File: src/rtl/spi_slv_pkg.sv
package spi_slv_pkg;

  // One-cycle events derived from the synchronised serial inputs.
  typedef struct packed {
    logic active;  // slave-select asserted (synchronised)
    logic start;   // first cycle of a frame
    logic sample;  // SCK edge on which MOSI is captured
    logic shift;   // SCK edge on which MISO advances
  } spi_evt_t;

endpackage

File: src/rtl/spi_slv_sync.sv
module spi_slv_sync #(
  parameter int              WIDTH   = 3,
  parameter int              STAGES  = 2,
  parameter logic [WIDTH-1:0] RST_VAL = '0
) (
  input  logic             clk,
  input  logic             rst,
  input  logic [WIDTH-1:0] d_i,
  output logic [WIDTH-1:0] q_o
);

  // One flop chain per asynchronous input bit.
  for (genvar i = 0; i < WIDTH; i++) begin : g_bit
    logic [STAGES-1:0] chain;
    always_ff @(posedge clk) begin
      if (rst) chain <= {STAGES{RST_VAL[i]}};
      else     chain <= {chain[STAGES-2:0], d_i[i]};
    end
    assign q_o[i] = chain[STAGES-1];
  end

endmodule

File: src/rtl/spi_slv_events.sv
module spi_slv_events
  import spi_slv_pkg::*;
#(
  parameter bit CPOL = 1'b0,
  parameter bit CPHA = 1'b0
) (
  input  logic     clk,
  input  logic     rst,
  input  logic     sck_s,
  input  logic     ss_n_s,
  output spi_evt_t evt_o
);

  logic sck_d, act_d;
  logic act, start, edge_any, lead, trail;

  always_ff @(posedge clk) begin
    if (rst) begin
      sck_d <= CPOL;
      act_d <= 1'b0;
    end else begin
      sck_d <= sck_s;
      act_d <= act;
    end
  end

  assign act      = ~ss_n_s;
  assign start    = act & ~act_d;
  assign edge_any = act & ~start & (sck_s != sck_d);
  assign lead     = edge_any & (sck_s != CPOL);
  assign trail    = edge_any & (sck_s == CPOL);

  always_comb begin
    evt_o.active = act;
    evt_o.start  = start;
    if (CPHA) begin
      evt_o.sample = trail;
      evt_o.shift  = lead;
    end else begin
      evt_o.sample = lead;
      evt_o.shift  = trail;
    end
  end

endmodule

File: src/rtl/spi_slv_rx.sv
module spi_slv_rx #(
  parameter int WORD_W = 8
) (
  input  logic              clk,
  input  logic              rst,
  input  logic              active,
  input  logic              start,
  input  logic              sample,
  input  logic              mosi_s,
  output logic [WORD_W-1:0] rx_data_o,
  output logic              rx_valid_o,
  output logic              req_open_o,
  output logic              word_done_o
);

  localparam int CW = (WORD_W > 2) ? $clog2(WORD_W) : 1;

  logic [CW-1:0]     cnt;
  logic [WORD_W-1:0] rx_sh;
  logic [WORD_W-1:0] rx_next;

  assign rx_next     = {rx_sh[WORD_W-2:0], mosi_s};
  assign word_done_o = sample & (cnt == CW'(WORD_W - 1));
  assign req_open_o  = sample & (cnt == CW'(WORD_W - 2));

  always_ff @(posedge clk) begin
    if (rst) begin
      cnt        <= '0;
      rx_sh      <= '0;
      rx_data_o  <= '0;
      rx_valid_o <= 1'b0;
    end else begin
      rx_valid_o <= 1'b0;
      if (!active || start) begin
        cnt <= '0;
      end else if (sample) begin
        rx_sh <= rx_next;
        if (cnt == CW'(WORD_W - 1)) begin
          cnt        <= '0;
          rx_data_o  <= rx_next;
          rx_valid_o <= 1'b1;
        end else begin
          cnt <= cnt + 1'b1;
        end
      end
    end
  end

  // the received-word strobe lasts a single cycle
  assert_valid_single_R8 : assert property (@(posedge clk) disable iff (rst)
    rx_valid_o |=> !rx_valid_o);

  // leaving the frame clears the bit position and suppresses the strobe
  assert_abort_clears_R9 : assert property (@(posedge clk) disable iff (rst)
    !active |=> (cnt == '0 && !rx_valid_o));

endmodule

File: src/rtl/spi_slv_tx.sv
module spi_slv_tx
  import spi_slv_pkg::*;
#(
  parameter int WORD_W = 8,
  parameter bit CPHA   = 1'b0
) (
  input  logic              clk,
  input  logic              rst,
  input  spi_evt_t          evt,
  input  logic              req_open,
  input  logic              word_done,
  input  logic [WORD_W-1:0] tx_data_i,
  input  logic              tx_wr_i,
  output logic              tx_req_o,
  output logic              miso_o,
  output logic              miso_oe_o
);

  logic [WORD_W-1:0] sh, hold;
  logic full, first, pend, skip;
  logic edge_any, load_now;

  assign edge_any = evt.sample | evt.shift;
  assign load_now = CPHA ? word_done : (pend & evt.shift);
  assign miso_o   = miso_oe_o & sh[WORD_W-1];

  always_ff @(posedge clk) begin
    if (rst) begin
      sh <= '0; hold <= '0;
      full <= 1'b0; first <= 1'b0; pend <= 1'b0; skip <= 1'b0;
      tx_req_o <= 1'b0; miso_oe_o <= 1'b0;
    end else if (!evt.active) begin
      sh <= '0;
      full <= 1'b0; first <= 1'b0; pend <= 1'b0; skip <= 1'b0;
      tx_req_o <= 1'b0; miso_oe_o <= 1'b0;
    end else if (evt.start) begin
      sh        <= '0;
      full      <= 1'b0;
      first     <= 1'b1;
      pend      <= 1'b0;
      skip      <= CPHA;
      tx_req_o  <= 1'b1;
      miso_oe_o <= 1'b1;
    end else begin
      // first word: write goes straight to the shifter until the first edge
      if (first) begin
        if (edge_any) begin
          first    <= 1'b0;
          tx_req_o <= 1'b0;
        end else if (tx_wr_i) begin
          sh <= tx_data_i;
        end
      end else begin
        if (req_open) tx_req_o <= 1'b1;
        if (tx_req_o && tx_wr_i) begin
          hold <= tx_data_i;
          full <= 1'b1;
        end
      end
      if (!CPHA && word_done) pend <= 1'b1;
      if (load_now) begin
        sh       <= full ? hold : '0;
        full     <= 1'b0;
        pend     <= 1'b0;
        skip     <= CPHA;
        tx_req_o <= 1'b0;
      end else if (evt.shift) begin
        if (skip) skip <= 1'b0;
        else      sh   <= {sh[WORD_W-2:0], 1'b0};
      end
    end
  end

  // a new frame opens the request with a zeroed word
  assert_open_first_R3 : assert property (@(posedge clk) disable iff (rst)
    evt.start |=> (tx_req_o && first && sh == '0));

  // a request is only raised while the slave drives MISO
  assert_req_while_driving_R5 : assert property (@(posedge clk) disable iff (rst)
    tx_req_o |-> miso_oe_o);

  // a load with nothing written sends zeros
  assert_zero_fill_R6 : assert property (@(posedge clk) disable iff (rst)
    (load_now && !full && evt.active && !evt.start) |=> sh == '0);

  // released select drops both request and drive
  assert_abort_idle_R9 : assert property (@(posedge clk) disable iff (rst)
    !evt.active |=> (!tx_req_o && !miso_oe_o));

endmodule

File: src/rtl/spi_word_slave.sv
module spi_word_slave
  import spi_slv_pkg::*;
#(
  parameter int WORD_W      = 8,
  parameter bit CPOL        = 1'b0,
  parameter bit CPHA        = 1'b0,
  parameter int SYNC_STAGES = 2
) (
  input  logic              clk,
  input  logic              rst,
  input  logic              sck_i,
  input  logic              ss_n_i,
  input  logic              mosi_i,
  output logic              miso_o,
  output logic              miso_oe_o,
  input  logic [WORD_W-1:0] tx_data_i,
  input  logic              tx_wr_i,
  output logic              tx_req_o,
  output logic [WORD_W-1:0] rx_data_o,
  output logic              rx_valid_o
);

  localparam logic [2:0] SYNC_RST = {1'b0, 1'b1, CPOL};

  logic [2:0] sync_q;
  logic       sck_s, ss_n_s, mosi_s;
  spi_evt_t   evt;
  logic       req_open, word_done;

  spi_slv_sync #(.WIDTH(3), .STAGES(SYNC_STAGES), .RST_VAL(SYNC_RST)) u_sync (
    .clk (clk),
    .rst (rst),
    .d_i ({mosi_i, ss_n_i, sck_i}),
    .q_o (sync_q)
  );
  assign {mosi_s, ss_n_s, sck_s} = sync_q;

  spi_slv_events #(.CPOL(CPOL), .CPHA(CPHA)) u_evt (
    .clk    (clk),
    .rst    (rst),
    .sck_s  (sck_s),
    .ss_n_s (ss_n_s),
    .evt_o  (evt)
  );

  spi_slv_rx #(.WORD_W(WORD_W)) u_rx (
    .clk         (clk),
    .rst         (rst),
    .active      (evt.active),
    .start       (evt.start),
    .sample      (evt.sample),
    .mosi_s      (mosi_s),
    .rx_data_o   (rx_data_o),
    .rx_valid_o  (rx_valid_o),
    .req_open_o  (req_open),
    .word_done_o (word_done)
  );

  spi_slv_tx #(.WORD_W(WORD_W), .CPHA(CPHA)) u_tx (
    .clk       (clk),
    .rst       (rst),
    .evt       (evt),
    .req_open  (req_open),
    .word_done (word_done),
    .tx_data_i (tx_data_i),
    .tx_wr_i   (tx_wr_i),
    .tx_req_o  (tx_req_o),
    .miso_o    (miso_o),
    .miso_oe_o (miso_oe_o)
  );

  // an undriven MISO reads as zero
  assert_idle_low_R11 : assert property (@(posedge clk) disable iff (rst)
    !miso_oe_o |-> !miso_o);

  // requests exist only inside a selected frame
  assert_req_in_frame_R9 : assert property (@(posedge clk) disable iff (rst)
    tx_req_o |-> $past(!ss_n_s));

endmodule

File: config.mk
export PLATFORM = sky130hd
export DESIGN_NAME = spi_word_slave
export DESIGN_NICKNAME = d
export VERILOG_FILES = /design/src/rtl/spi_slv_pkg.sv /design/src/rtl/spi_slv_sync.sv /design/src/rtl/spi_slv_events.sv /design/src/rtl/spi_slv_rx.sv /design/src/rtl/spi_slv_tx.sv /design/src/rtl/spi_word_slave.sv
export SDC_FILE = /design/constraint.sdc
export NUM_CORES = 1
export LEC_CHECK = 0
export CORE_ASPECT_RATIO = 1.75
export CORE_MARGIN = 4
export CORE_UTILIZATION = 25
export DETAILED_ROUTE_END_ITERATION = 7
export HOLD_SLACK_MARGIN = 0.12
export PLACE_DENSITY = 0.5
export RECOVER_POWER = 100
export SLEW_MARGIN = 40
export SYNTH_ARGS = -nofsm -noshare
export SYNTH_HDL_FRONTEND = slang
export SYNTH_SLANG_ARGS = --single-unit
File: constraint.sdc
create_clock -name clk -period 2.5 [get_ports clk]
set_input_delay 0.375 -clock clk [delete_from_list [all_inputs] [get_ports clk]]
set_output_delay 0.375 -clock clk [all_outputs]
set_load 0.05 [all_outputs]
==> out/qor.yml <==
insertion_delay_ns: 0.28
finalHoldViolCount: 0
synth_simple_gate_area_share: 0.211
path_depth: 3
numCtsBuffers: 5
area_delta_synth_final_pct: 22.0
die_w_um: 74.6
synth_area_leader_cell: "dfxtp_1"
leakage_uw: 0.000799
p_per_area_nw_per_um2: 639
r2r_end: "u_tx.sh[0]$_SDFFE_PP0P_"
avgViaCountPerCell: 4.69
ys_seq_area_frac: 0.495
cp_cell_sequence: "dlygate4sd3_1, clkbuf_1, nor2_1"
synth_top_area_frac: 0.495
seqPwrFrac: 0.514
layout.nets: 246
antenna_found_initial: 0
p_int_uw: 1220
setup_violations: 0
combPwrFrac: 0.035
drv_slew: 0
path_class: "in2reg"
switching_share: 0.194
worstPathMaxFanout: 23
whs_ns: 0.406
drive_gt1_frac: 0.0786
ant_nets: 0
cts_tree: "yes"
postCtsHoldBufs: 0
cp-startpoint: "rst"
synth.avg_cell_area_um2: 9.41
peakVddDrop_uv: 293
hold_class: "reg2reg"
clock_skew_ns: 0.00491
endpoint_kind: "register"
grt_max_degree: 24
synth_edf_count: 0
clkPwrFrac: 0.451
synth_seq_cells: 48
maxCapViolCount: 0
slowest_delay_ns: 0.85
arrival_ns: 2.17
yosysMostFrequentCell: "dfxtp_1"
htreeDepth: 2
wl_um: 4170
diodes: 0
clk_pin_slew_ns: 0.06
async_flop_share: 0
start_util: 0.256
r2r_start: "u_evt.act_d$_SDFF_PP0_"
drc: 0
post_cts_buffers: 0
grt_pass1_vias: 1453
cp.required_ns: 2.63
gr-usage-all-layers: 0.0978
core-area_um2: 7570
rows: 42
grt.overflow.total: 0
synth_flop_cell: "dfxtp_1"
rrSetupSlack_ns: 0.56
dr.pass1.iters: 4
cts.sinks: 48
cp_top_family: "buffers and inverters"
numPortBuffers: 25
place_hpwl_um: 2960
synth.net_count: 223
synth_cell_type_count: 41
p_switching_uw: 293
cts_buffer_depth: 2
synth_commonest_cells: "dfxtp_1 (48), nand2_1 (30), a21oi_1 (24)"
fp.dieArea_um2: 9290
start_kind: "input pin"
globalplace.congestion: 0.713
clockRootBuffer: "clkbuf_16"
synthAdderAreaFrac: 0.0194
ys_top_cells_by_area: "dfxtp_1 (50%), a21oi_1 (6.2%), nand2_1 (5.8%), mux2i_1 (4.1%), nor2_1 (2.5%)"
io_pins: 26
vias: 1488
crit_slowest_cell: "clkbuf_1"
outcome: "complete, no violations"
cts-resized-gates: 0
synth_xor_area_frac: 0.00452
synthMuxAreaShare: 0.0413
synth_top_family_by_area: "simple AND/OR/NAND/NOR gates"
grt_pass1_wl_um: 6980
synth-compound-area-share: 0.186
syn_inst: 206
chipHeight_um: 125
fin_crit_sh: 0.813
dr.first_iter.drc_count: 80
relSlewSlack: 0.286
period_minus_slack_ns: 2.03
tns_ns: 0
hold_depth: 1
syn_area_um2: 1940
rsz0062_at_grt: "false"
worstPathBufferInverterCount: 2
crit_end: "u_tx.hold[3]$_SDFFE_PP0P_"
r2r.worst_path.cells: 4
tightest_slew_ns: 1.07
wl_per_cell_um: 13.1
ys_warn_count: 0
fmax_mhz: 492
[metrics by stage]
step / util / area, um2 / total power [uW] / setup slack [ns] / instances
global placement: 0.296 / 2240 / 850 / 0.651 / 310
global route: 0.313 / 2370 / 1570 / 0.300 / 317
floorplan: - / 1940 / 819 / 1.00 / 206
detailed placement: 0.296 / 2240 / 850 / 0.588 / 310
finish: 0.313 / 2370 / 1510 / 0.467 / 317
CTS: 0.316 / 2390 / 1540 / 0.544 / 317
[kinds of logic after synthesis]
| group | Yosys count |
|---|---|
| AOI/OAI and AO/OA | 56 |
| DFF | 48 |
| and+or+nand+nor | 76 |
| buffers and inverters | 14 |
| muxes | 8 |
| xor gates and xnor gates | 1 |
| adders and majority gates | 3 |
[per-layer routing]
| layer | GRT usage | up-vias | part of all wire |
|---|---|---|---|
| li1 | - | 757 | - |
| met1 | 0.111 | 701 | 0.41 |
| met2 | 0.162 | 24 | 0.53 |
| met3 | 0.0218 | 6 | 0.033 |
| met4 | 0.0545 | 0 | 0.026 |
| met5 | 0 | - | 0 |
[state kept, by name (all words and copies together), names as in the netlist, 3 cells and up]
register / count
u_tx.hold: 8
u_tx.sh: 8
u_rx.cnt: 3
u_rx.rx_data_o: 8
u_rx.rx_sh: 7
u_sync.g_bit.chain: 6
[layout make-up]
class	count	area [um2]
Fill cell	823	5200
Sequential cell	48	961
Multi-Input combinational cell	144	873
Timing Repair Buffer	26	254
Clock buffer	7	153
Tap cell	88	110
Inverter	4	15.0
[worst min path at each step]
stage                                                   start                                  end
final                     u_sync.g_bit[1].chain[0]$_SDFF_PP1_  u_sync.g_bit[1].chain[1]$_SDFF_PP1_
after global routing      u_sync.g_bit[1].chain[0]$_SDFF_PP1_  u_sync.g_bit[1].chain[1]$_SDFF_PP1_
after CTS                 u_sync.g_bit[1].chain[0]$_SDFF_PP1_  u_sync.g_bit[1].chain[1]$_SDFF_PP1_
after detailed placement  u_sync.g_bit[1].chain[0]$_SDFF_PP1_  u_sync.g_bit[1].chain[1]$_SDFF_PP1_
after global placement    u_sync.g_bit[1].chain[0]$_SDFF_PP1_  u_sync.g_bit[1].chain[1]$_SDFF_PP1_
after floorplan           u_sync.g_bit[1].chain[0]$_SDFF_PP1_  u_sync.g_bit[1].chain[1]$_SDFF_PP1_
[cells in the final DEF, fill, tap and decap left out, drive strengths merged, types with 4 or more instances in the layout]
cell type      count
dfxtp             48
a21oi             25
mux2i              8
nor2b              5
clkbuf             8
o21ai             13
a221oi             4
a211oi             4
nand2             31
nand3              8
nor2              15
nor3b              4
dlygate4sd3       14
inv                4
clkdlybuf4s50     11
[power groups by stage]
| stage | logic, uW | registers, uW | clock network (uW) |
|---|---|---|---|
| finish | 52.8 | 777 | 683 |
| global route | 57.4 | 778 | 735 |
| CTS | 56.0 | 777 | 710 |
| detailed placement | 55.6 | 794 | 0 |
| global placement | 55.6 | 794 | 0 |
| floorplan | 23.2 | 796 | 0 |
Power figures use the tool's default switching activity.
